### config.mk
export PLATFORM = sky130hd
export DESIGN_NAME = lin_scan_seq
export DESIGN_NICKNAME = d
export VERILOG_FILES = /design/src/rtl/lin_scan_pkg.sv /design/src/rtl/lss_line_sampler.sv /design/src/rtl/lss_integ_timer.sv /design/src/rtl/lss_launch.sv /design/src/rtl/lss_pixel_stepper.sv /design/src/rtl/lin_scan_seq.sv
export SDC_FILE = /design/constraint.sdc
export NUM_CORES = 1
export LEC_CHECK = 0
export BUFFER_PORTS_ARGS = -buffer_cell sky130_fd_sc_hd__buf_2
export CORE_MARGIN = 4
export CORE_UTILIZATION = 46
export DETAILED_ROUTE_END_ITERATION = 8
export PLACE_DENSITY = 0.83
export SYNTH_ARGS = -nofsm -noshare
export SYNTH_HDL_FRONTEND = slang
export SYNTH_SLANG_ARGS = --single-unit
### constraint.sdc
create_clock -name clk -period 1.8 [get_ports clk]
set_input_delay 0.09 -clock clk [delete_from_list [all_inputs] [get_ports clk]]
set_output_delay 0.09 -clock clk [all_outputs]
set_load 0.05 [all_outputs]
### src/rtl/lin_scan_pkg.sv
package lin_scan_pkg;

  // Line events decoded on one falling clock edge
  typedef struct packed {
    logic level;     // current level of the reset line
    logic rise;      // line seen high after low
    logic fall;      // line seen low after high
    logic ext_fall;  // external start seen low after high
  } line_ev_t;

  // Edges between master start detection (edge 1) and the first element
  function automatic int master_lead(input int first_edge);
    return first_edge - 1;
  endfunction

  // Edges between slave start detection and the first element:
  // detection lags the predecessor's last slot by one edge
  function automatic int slave_lead(input int slot_clks);
    return slot_clks - 1;
  endfunction

  function automatic int larger(input int a, input int b);
    return (a > b) ? a : b;
  endfunction

endpackage

### src/rtl/lss_line_sampler.sv
module lss_line_sampler
  import lin_scan_pkg::*;
(
  input  logic     clk,
  input  logic     por_n,
  input  logic     line_rst_n,
  input  logic     ext_start_n,
  output line_ev_t ev
);

  logic rst_q;
  logic ext_q;

  always_ff @(negedge clk or negedge por_n) begin
    if (!por_n) begin
      rst_q <= 1'b1;
      ext_q <= 1'b1;
    end else begin
      rst_q <= line_rst_n;
      ext_q <= ext_start_n;
    end
  end

  always_comb begin
    ev.level    = line_rst_n;
    ev.rise     = !rst_q && line_rst_n;
    ev.fall     = rst_q && !line_rst_n;
    ev.ext_fall = ext_q && !ext_start_n;
  end

endmodule

### src/rtl/lss_integ_timer.sv
module lss_integ_timer
  import lin_scan_pkg::*;
#(
  parameter int OPEN_EDGE  = 8,
  parameter int CLOSE_EDGE = 7
) (
  input  logic     clk,
  input  logic     por_n,
  input  line_ev_t ev,
  output logic     integ_on
);

  localparam int CMAX = larger(OPEN_EDGE, CLOSE_EDGE);
  localparam int CW   = $clog2(CMAX + 1);

  // Length of the current constant run of the reset line, saturating
  logic [CW-1:0] run_len;

  always_ff @(negedge clk or negedge por_n) begin
    if (!por_n) begin
      run_len  <= CW'(CMAX);
      integ_on <= 1'b0;
    end else begin
      if (ev.rise || ev.fall)
        run_len <= CW'(1);
      else if (run_len != CW'(CMAX))
        run_len <= run_len + CW'(1);

      if (ev.level && !ev.rise && run_len == CW'(OPEN_EDGE - 1))
        integ_on <= 1'b1;
      else if (!ev.level && !ev.fall && run_len == CW'(CLOSE_EDGE - 1))
        integ_on <= 1'b0;
    end
  end

endmodule

### src/rtl/lss_launch.sv
module lss_launch
  import lin_scan_pkg::*;
#(
  parameter int FIRST_EDGE = 19,
  parameter int SLOT_CLKS  = 4
) (
  input  logic     clk,
  input  logic     por_n,
  input  line_ev_t ev,
  input  logic     master_sel,
  input  logic     scan_busy,
  output logic     lead_on,
  output logic     launch
);

  localparam int LEAD_M = master_lead(FIRST_EDGE);
  localparam int LEAD_S = slave_lead(SLOT_CLKS);
  localparam int LW     = $clog2(larger(LEAD_M, LEAD_S) + 1);

  logic [LW-1:0] lead_cnt;
  logic          fire;

  assign fire   = master_sel ? ev.fall : ev.ext_fall;
  assign launch = lead_on && (lead_cnt == LW'(1));

  always_ff @(negedge clk or negedge por_n) begin
    if (!por_n) begin
      lead_on  <= 1'b0;
      lead_cnt <= '0;
    end else if (lead_on) begin
      lead_cnt <= lead_cnt - LW'(1);
      if (launch) lead_on <= 1'b0;
    end else if (fire && !scan_busy) begin
      lead_on  <= 1'b1;
      lead_cnt <= master_sel ? LW'(LEAD_M) : LW'(LEAD_S);
    end
  end

endmodule

### src/rtl/lss_pixel_stepper.sv
module lss_pixel_stepper #(
  parameter int N_PIX     = 32,
  parameter int SLOT_CLKS = 4,
  localparam int PW = $clog2(N_PIX),
  localparam int HW = $clog2(SLOT_CLKS)
) (
  input  logic          clk,
  input  logic          por_n,
  input  logic          launch,
  output logic          busy,
  output logic [PW-1:0] pix,
  output logic [HW-1:0] phase,
  output logic          slot_end,
  output logic          last
);

  assign slot_end = busy && (phase == HW'(SLOT_CLKS - 1));
  assign last     = busy && (pix == PW'(N_PIX - 1));

  always_ff @(negedge clk or negedge por_n) begin
    if (!por_n) begin
      busy  <= 1'b0;
      pix   <= '0;
      phase <= '0;
    end else if (launch) begin
      busy  <= 1'b1;
      pix   <= '0;
      phase <= '0;
    end else if (busy) begin
      if (slot_end) begin
        phase <= '0;
        if (last) busy <= 1'b0;
        else      pix  <= pix + PW'(1);
      end else begin
        phase <= phase + HW'(1);
      end
    end
  end

endmodule

### src/rtl/lin_scan_seq.sv
module lin_scan_seq
  import lin_scan_pkg::*;
#(
  parameter int N_PIX          = 32,
  parameter int FIRST_EDGE     = 19,
  parameter int SLOT_CLKS      = 4,
  parameter int TRIG_PHASE     = 1,
  parameter int INT_OPEN_EDGE  = 8,
  parameter int INT_CLOSE_EDGE = 7,
  localparam int IDX_W = $clog2(N_PIX + 1)
) (
  input  logic             clk,
  input  logic             por_n,
  input  logic             line_rst_n,
  input  logic             ext_start_n,
  input  logic             master_sel,
  output logic [IDX_W-1:0] pix_idx,
  output logic [N_PIX-1:0] pix_sel,
  output logic             trig,
  output logic             eos_n,
  output logic             integ_on,
  output logic             proto_err
);

  localparam int PW = $clog2(N_PIX);
  localparam int HW = $clog2(SLOT_CLKS);

  line_ev_t      ev;
  logic          busy;
  logic          lead_on;
  logic          launch;
  logic          slot_end;
  logic          last;
  logic [PW-1:0] pix;
  logic [HW-1:0] phase;

  lss_line_sampler u_sampler (
    .clk(clk), .por_n(por_n), .line_rst_n(line_rst_n),
    .ext_start_n(ext_start_n), .ev(ev)
  );

  lss_integ_timer #(.OPEN_EDGE(INT_OPEN_EDGE), .CLOSE_EDGE(INT_CLOSE_EDGE)) u_integ (
    .clk(clk), .por_n(por_n), .ev(ev), .integ_on(integ_on)
  );

  lss_launch #(.FIRST_EDGE(FIRST_EDGE), .SLOT_CLKS(SLOT_CLKS)) u_launch (
    .clk(clk), .por_n(por_n), .ev(ev), .master_sel(master_sel),
    .scan_busy(busy), .lead_on(lead_on), .launch(launch)
  );

  lss_pixel_stepper #(.N_PIX(N_PIX), .SLOT_CLKS(SLOT_CLKS)) u_step (
    .clk(clk), .por_n(por_n), .launch(launch), .busy(busy),
    .pix(pix), .phase(phase), .slot_end(slot_end), .last(last)
  );

  // Sticky error: reset line rose while a scan was pending or running
  always_ff @(negedge clk or negedge por_n) begin
    if (!por_n)                        proto_err <= 1'b0;
    else if (ev.rise && (busy || lead_on)) proto_err <= 1'b1;
  end

  assign pix_idx = busy ? IDX_W'(pix) : IDX_W'(N_PIX);
  assign trig    = busy && (phase == HW'(TRIG_PHASE));
  assign eos_n   = !last;

  for (genvar g = 0; g < N_PIX; g++) begin : g_sel
    assign pix_sel[g] = busy && (pix == PW'(g));
  end

endmodule

==> out/results.txt, run 1 <==
Cell Area, Placed -> 2400 sq um
Post-synth ARST share -> 100%
Top FF cell, synth -> dfrtn_1
post-GRT worst EP -> eos_n
cell taking the most area after synthesis -> dfrtn_1
Post-synth EDFFs -> 0
dpl hpwl -> 3590 um
IO Port Bufs -> 46
Synth Instances -> 172
H-tree Lvls -> 1
Synth Area in XOR/XNOR -> 2.97%
Run Error -> [ERROR DPL-0038] Utilization greater than 100%, impossible to legalize
Clock Path Buffers -> 2
row cnt -> 20
largest net degree at the start of global routing -> 19
Die Width -> 64.6 um
Netlist Area Pre-Place -> 1470 sq um
Synth Area in Simple Gates -> 29.0%
largest family of logic cells by synthesized area -> simple AND/OR/NAND/NOR gates
Yosys warning total -> 0
routability congestion estimate from global placement -> 0.807
Clock Sinks -> 22
part of the Yosys area used for sequential elements -> 37.6%
Synth area leaders -> dfrtn_1 (32%), ha_1 (14%), nor2_1 (10%)
post-synth cell types -> 38
worst ep type -> top-level output
starting density of the core -> 48.3%
failing step -> 5_1_grt
I/O pin count -> 47
TritonCTS buffer count -> 3
clk root buf -> clkbuf_4
status -> did not finish
Synth Register Bits -> 22
post-synth top area share -> 32.3%
post-synthesis mux area share -> 2.72%
most frequent cells after synthesis -> nor2_1 (41), dfrtn_1 (19), ha_1 (17)
Die Height -> 64.6 um
syn avg cell area -> 8.57 sq um
Compound-Gate Fraction of Synth Area -> 7.05%
count leader, synth -> nor2_1
adder-cell share of the synthesized area -> 14.4%
syn_nets -> 194
hold_buf cts -> 0
kinds of logic after synthesis:
logic type                 count (synthesis)
AOI/OAI and AO/OA                         15
xor gates and xnor gates                   5
adders and majority gates                 17
buffers and inverters                     23
DFF                                       22
muxes                                      4
and+or+nand+nor                           86
stage by stage:
stage / std cells / setup WS [ns]
after global placement: 285 / -0.511
after floorplan: 172 / -0.549
after CTS: 296 / -0.845
after detailed placement: 285 / -0.556
timing repair:
| action | CTS |
|---|---|
| hold endpoints to repair | 0 |
| resized for setup | 87 |
| setup buffers | 8 |
| setup endpoints to repair | 44 |
| pin swaps | 4 |
==> run 2: changes to the inputs <==
Settings changed: CORE_UTILIZATION 46 to 40, PLACE_DENSITY 0.83 to default, PLACE_DENSITY_LB_ADDON from default to 0.15.
Clock period 1.8 ns to 2.3 ns, I/O delays scaled along.
==> run 2 against run 1 <==
Effect of this change:
- the flow now finishes, with violations (setup timing)
- synthesized area stayed put
- synthesized cell count stayed put
==> out/results.txt, run 2 <==
status -> finished, violations left
failing checks -> setup timing
final count of negative-setup-slack endpoints -> 40
max cap viols -> 0
Die ar. -> 4720 sq um
Residual DRC -> 0
starting density of the core -> 42.8% (-5.5 points)
Post-synth ARST share -> 100% (unchanged)
Die Width -> 68.7 um (+6.3%)
fin area -> 2890 sq um
Post-DRT Antenna Nets -> 0
TritonCTS buffer count -> 3 (unchanged)
hold_buf cts -> 0 (unchanged)
maximum VDD drop -> 0.000610 V
cell taking the most area after synthesis -> dfrtn_1
Worst Path Class, Setup -> register to output pin
Largest regs -> u_launch.lead_cnt x5, u_step.pix x5, u_integ.run_len x4
I/O pin count -> 47 (unchanged)
final WL -> 5610 um
Final Skew -> 0.0589 ns
RSZ-0062 raised after global routing -> true
Final Util -> 84.0%
crit path cell chain -> inv_1 -> ha_1 -> nand2_1 -> buf_12 -> nor2_4 -> buf_4
Worst Setup End Kind -> output pin
Clock Path Buffers -> 2 (unchanged)
Max FO, Critical Path -> 4
Cell Area, Placed -> 2310 sq um (-3.4%)
hold_ws -> 0.418 ns
routability congestion estimate from global placement -> 0.813 (+0.76%)
vias in the first global route -> 1,621
cell leakage power -> 1.27 nW
Core ar. -> 3440 sq um
global-route wire length before repair -> 7510 um
area delta synth->final -> 96.1%
largest net degree at the start of global routing -> 23
dpl hpwl -> 3040 um (-15%)
combined area of the multi-input logic cells -> 1240 sq um
CP required -> 2.18 ns
CTS tree -> done
most frequent cells in the layout -> buf_4 (38), nor2_4 (32), buf_6 (19), dfrtn_1 (19), buf_8 (17)
syn avg cell area -> 8.57 sq um (unchanged)
Slew headroom -> 68.1%
Netlist Area Pre-Place -> 1470 sq um (unchanged)
post-synth top area share -> 32.3% (unchanged)
power density over the cells -> 1320 nW/um^2
Fillers -> 167
# diodes -> 0
Congestion Overflow GR -> 0
IO Port Bufs -> 46 (unchanged)
clk root buf -> clkbuf_8
Final Power -> 0.00382 W
Worst-Skew Late Latency -> 0.33 ns
Synth area leaders -> dfrtn_1 (32%), ha_1 (14%), nor2_1 (10%)
post-synth cell types -> 38 (unchanged)
clock transition at the registers of the reported paths -> 0.05 ns
count leader, synth -> nor2_1
Total GRT Usage -> 21.3%
pre-CTS WS -> -0.341 ns (+0.215 ns)
layout cell share with drive strength beyond 1 -> 59.4%
syn_nets -> 194 (unchanged)
Hold Path Class -> register to register
Die Height -> 68.7 um (+6.3%)
DR vias -> 1,580
commonest non-fill, non-tap cell in the layout -> buf_4
Synth Register Bits -> 22 (unchanged)
drt initial violations -> 67
most frequent cells after synthesis -> nor2_1 (41), dfrtn_1 (19), ha_1 (17)
startpoint types -> register
part of the Yosys area used for sequential elements -> 37.6% (unchanged)
Pre-Repair DR Iteration Count -> 4
initial antenna violation count -> 0
average vias per placed instance -> 5.23
Post-synth EDFFs -> 0 (unchanged)
Fin. Hold Viols -> 0
Synth Instances -> 172 (unchanged)
cell family with most CP delay -> flip-flops
WP buf/inv -> 3
H-tree Lvls -> 1 (unchanged)
worst stage delay on the critical path -> 0.52 ns
fin nets -> 279
Reg area -> 554 sq um
drt wl/cell -> 18.6 um
Top FF cell, synth -> dfrtn_1
Yosys warning total -> 0 (unchanged)
CP arrival -> 2.87 ns
CP max stage cell -> dfrtn_1
row cnt -> 21 (+5.0%)
Tightest Pin Transition -> 0.479 ns
setup slack after layout -> -0.688 ns
fin. max-slew vios -> 0
Clock Sinks -> 22 (unchanged)
[run 2: cell counts after synthesis]
Identical to the previous run, type by type.
[run 2: logic make-up after synthesis]
kind of cell	after synthesis	synth area share, %
simple gates	86	29.0
buf+inv	23	6.20
flops	22	37.6
fa+ha+maj	17	14.4
compound gates	15	7.05
xor+xnor	5	2.97
mux	4	2.72
[run 2: through the flow]
stage / TNS [ns] / instances
floorplan: -9.07 / 172
global placement: -8.04 / 281
detailed placement: -9.32 / 281
CTS: -17.62 / 296
global route: -22.21 / 302
finish: -20.94 / 302
[run 2: path summary, 6_finish.rpt]
kind | from | end | slack [ns] | cells past startpoint
max | u_step.pix[0]$_DFFE_NN0P_ | pix_sel[12] | -0.69 | 6
min | proto_err$_DFFE_NN0P_ | proto_err$_DFFE_NN0P_ | 0.42 | 1
max reg2reg | u_step.pix[0]$_DFFE_NN0P_ | u_step.pix[3]$_DFFE_NN0P_ | 0.28 | 7
min reg2reg | proto_err$_DFFE_NN0P_ | proto_err$_DFFE_NN0P_ | 0.42 | 1
max in group asynchronous | por_n | u_integ.run_len[3]$_DFFE_NN1P_ | 1.04 | 1
min in group asynchronous | por_n | proto_err$_DFFE_NN0P_ | 0.83 | 1
[run 2: routing by layer]
layer / part of all wire (%) / vias up / global-route usage (%)
met5: 0 / - / 0
met4: 3.6 / 0 / 9.73
met3: 6.3 / 18 / 4.05
met2: 53 / 72 / 41.4
met1: 37 / 765 / 21.7
li1: - / 725 / -
[run 2: what timing repair did]
item | CTS | global route
gates resized for setup | 93 | 23
hold endpoints to repair | 0 | 0
pin swaps | 2 | 1
setup endpoints to repair | 40 | 40
setup buffers | 9 | 8
[run 2: layout make-up]
class	instances	share of cell area, %
inverter	13	1.95
clock buffer	4	1.56
clock inverter	3	0.390
tap	46	1.99
sequential	22	19.2
multi-input combinational	127	42.9
timing repair buffer	87	32.0
[run 2: where the power goes]
group / switching [W] / total (W) / internal, W / leakage [nW]
sequential: 0.000169 / 0.000714 / 0.000545 / 0.256
combinational: 0.00164 / 0.00285 / 0.00121 / 0.979
clock: 0.000128 / 0.000258 / 0.000130 / 0.0387
total: 0.00194 / 0.00382 / 0.00189 / 1.27
Note: power is estimated with default switching activity, not from simulation.
==> run 3: changes to the inputs <==
Settings changed: CORE_AREA from default to 2 2 63 65, CORE_MARGIN 4 to default, CORE_UTILIZATION 40 to default, DIE_AREA from default to 0 0 65 67, SLEW_MARGIN from default to 20.
==> run 3 against run 2 <==
Effect of this change:
- the flow still finishes with violations (setup timing)
- critical path depth did not move
- cell area fell by 4.5%
- worst hold slack got worse by 0.0065 ns
- core utilization fell by 7.5 points
- total power fell by 6.5%
- cell count fell by 0.66%
- flip-flop and latch count did not move
- clock-buffer cell count fell by 1
- setup slack improved by 0.081 ns
- clock power rose by 8.5%
- sequential power barely moved
- clock skew rose by 0.010 ns
- critical path type unchanged
- critical endpoint is now eos_n
- largest cell class unchanged
==> out/results.txt, run 3 (same netlist as run 2, synthesis figures left out) <==
status -> finished, violations left
failing checks -> setup timing
Slew headroom -> 66.2% (-1.9 points)
dpl hpwl -> 2970 um (-2.4%)
area delta synth->final -> 87.2%
Final Util -> 76.5% (-7.5 points)
Hold Path Class -> register to register
crit path cell chain -> ha_4 -> and3_4 -> ha_4 -> and2_4 -> clkinvlp_4 -> buf_6
Final Power -> 0.00358 W (-6.5%)
Die ar. -> 4360 sq um (-7.7%)
commonest non-fill, non-tap cell in the layout -> buf_4
drt initial violations -> 51 (-24%)
worst stage delay on the critical path -> 0.52 ns (about the same)
setup slack after layout -> -0.607 ns (+0.0810 ns)
Pre-Repair DR Iteration Count -> 4 (unchanged)
fin nets -> 275 (-1.4%)
WP buf/inv -> 2 (-1)
pre-CTS WS -> -0.326 ns (+0.0144 ns)
Total GRT Usage -> 20.5% (-0.82 points)
hold_ws -> 0.412 ns (-0.00653 ns)
Die Height -> 67 um (-2.5%)
Congestion Overflow GR -> 0 (unchanged)
Residual DRC -> 0 (unchanged)
CTS tree -> done
Die Width -> 65 um (-5.4%)
Post-DRT Antenna Nets -> 0 (unchanged)
final WL -> 4360 um (-22%)
Finished Layout Cells -> 300 (-0.66%)
average vias per placed instance -> 4.92 (-6.0%)
Placed Cells -> 283 (+0.71%)
Fillers -> 233 (+40%)
Core ar. -> 3610 sq um (+4.8%)
Clock Sinks -> 22 (unchanged)
fin. max-slew vios -> 0 (unchanged)
power density over the cells -> 1300 nW/um^2 (-2.0%)
most frequent cells in the layout -> buf_4 (45), nor2_4 (32), dfrtn_1 (19), buf_6 (14), inv_1 (13)
Worst Setup End Kind -> output pin
# diodes -> 0 (unchanged)
routability congestion estimate from global placement -> 0.768 (-5.5%)
clock transition at the registers of the reported paths -> 0.06 ns (about the same)
drt wl/cell -> 14.5 um (-22%)
CP required -> 2.18 ns (about the same)
TritonCTS buffer count -> 3 (unchanged)
global-route wire length before repair -> 6800 um (-9.4%)
Fin. Hold Viols -> 0 (unchanged)
Max FO, Critical Path -> 4 (unchanged)
Worst Path Class, Setup -> register to output pin
starting density of the core -> 40.9% (-1.9 points)
Tightest Pin Transition -> 0.508 ns (+0.0289 ns)
cell leakage power -> 1.25 nW (-2.1%)
Final Skew -> 0.0689 ns (+0.0100 ns)
IO Port Bufs -> 46 (unchanged)
Worst-Skew Late Latency -> 0.34 ns (about the same)
Reg area -> 554 sq um (unchanged)
Largest regs -> u_launch.lead_cnt x5, u_step.pix x5, u_integ.run_len x4
Crit path top cell by count -> ha_4
RSZ-0062 raised after global routing -> true
clk root buf -> clkbuf_8
Clock Path Buffers -> 2 (unchanged)
I/O pin count -> 47 (unchanged)
combined area of the multi-input logic cells -> 1200 sq um (-3.3%)
layout cell share with drive strength beyond 1 -> 58.7% (-0.64 points)
startpoint types -> register
cell family with most CP delay -> flip-flops
vias in the first global route -> 1,459 (-10%)
CP max stage cell -> dfrtn_1
DR vias -> 1,476 (-6.6%)
max cap viols -> 0 (unchanged)
CP arrival -> 2.79 ns (-0.08 ns)
final count of negative-setup-slack endpoints -> 40 (unchanged)
maximum VDD drop -> 0.000771 V (+26%)
largest net degree at the start of global routing -> 23 (unchanged)
initial antenna violation count -> 0 (unchanged)
H-tree Lvls -> 1 (unchanged)
row cnt -> 22 (+4.8%)
==> run 3: metrics by stage <==
step                      cell area (sq um)  setup TNS [ns]
after floorplan                        1860           -9.07
after detailed placement               2330           -9.52
final                                  2760          -19.03
after global placement                 2330           -8.29
after CTS                              2640          -18.82
after global routing                   2760          -21.45
==> run 3: timing repair <==
action | CTS | global route
pin swaps | 1 | 4
gates resized for setup | 65 | 28
setup buffers | 7 | 6
endpoints found under the setup margin | 40 | 40
hold buffers | 0 | 0
==> run 3: final timing paths <==
path                                                 from                        endpoint  slack [ns]  cells after the start
worst max-delay path            u_step.pix[0]$_DFFE_NN0P_                           eos_n       -0.61                      6
worst min-delay path                proto_err$_DFFE_NN0P_           proto_err$_DFFE_NN0P_        0.41                      1
worst max register to register  u_step.pix[0]$_DFFE_NN0P_       u_step.pix[3]$_DFFE_NN0P_        0.45                      7
worst min register to register      proto_err$_DFFE_NN0P_           proto_err$_DFFE_NN0P_        0.41                      1
max in group asynchronous                           por_n  u_integ.run_len[3]$_DFFE_NN1P_        1.03                      1
min in group asynchronous                           por_n    u_integ.integ_on$_DFFE_NN0P_        0.83                      1
==> run 3: per-layer routing <==
metal / up-vias / share of wire (%) / GRT usage (%)
li1: 721 / - / -
met1: 721 / 41 / 23.6
met2: 30 / 56 / 39.7
met3: 4 / 3.0 / 3.04
met4: 0 / 0.71 / 4.79
met5: - / 0 / 0
==> run 3: layout make-up <==
cell class | instances | share of cell area (%)
Timing Repair Buffer | 83 | 30.0
Clock inverter | 4 | 0.680
Sequential cell | 22 | 20.1
Inverter | 13 | 2.04
Multi-Input combinational cell | 127 | 43.5
Clock buffer | 3 | 1.50
Tap cell | 48 | 2.18
==> run 3: where the power goes <==
group	switching (W)	internal, W
sequential	0.000169	0.000544
combinational	0.00146	0.00112
clock	0.000151	0.000130
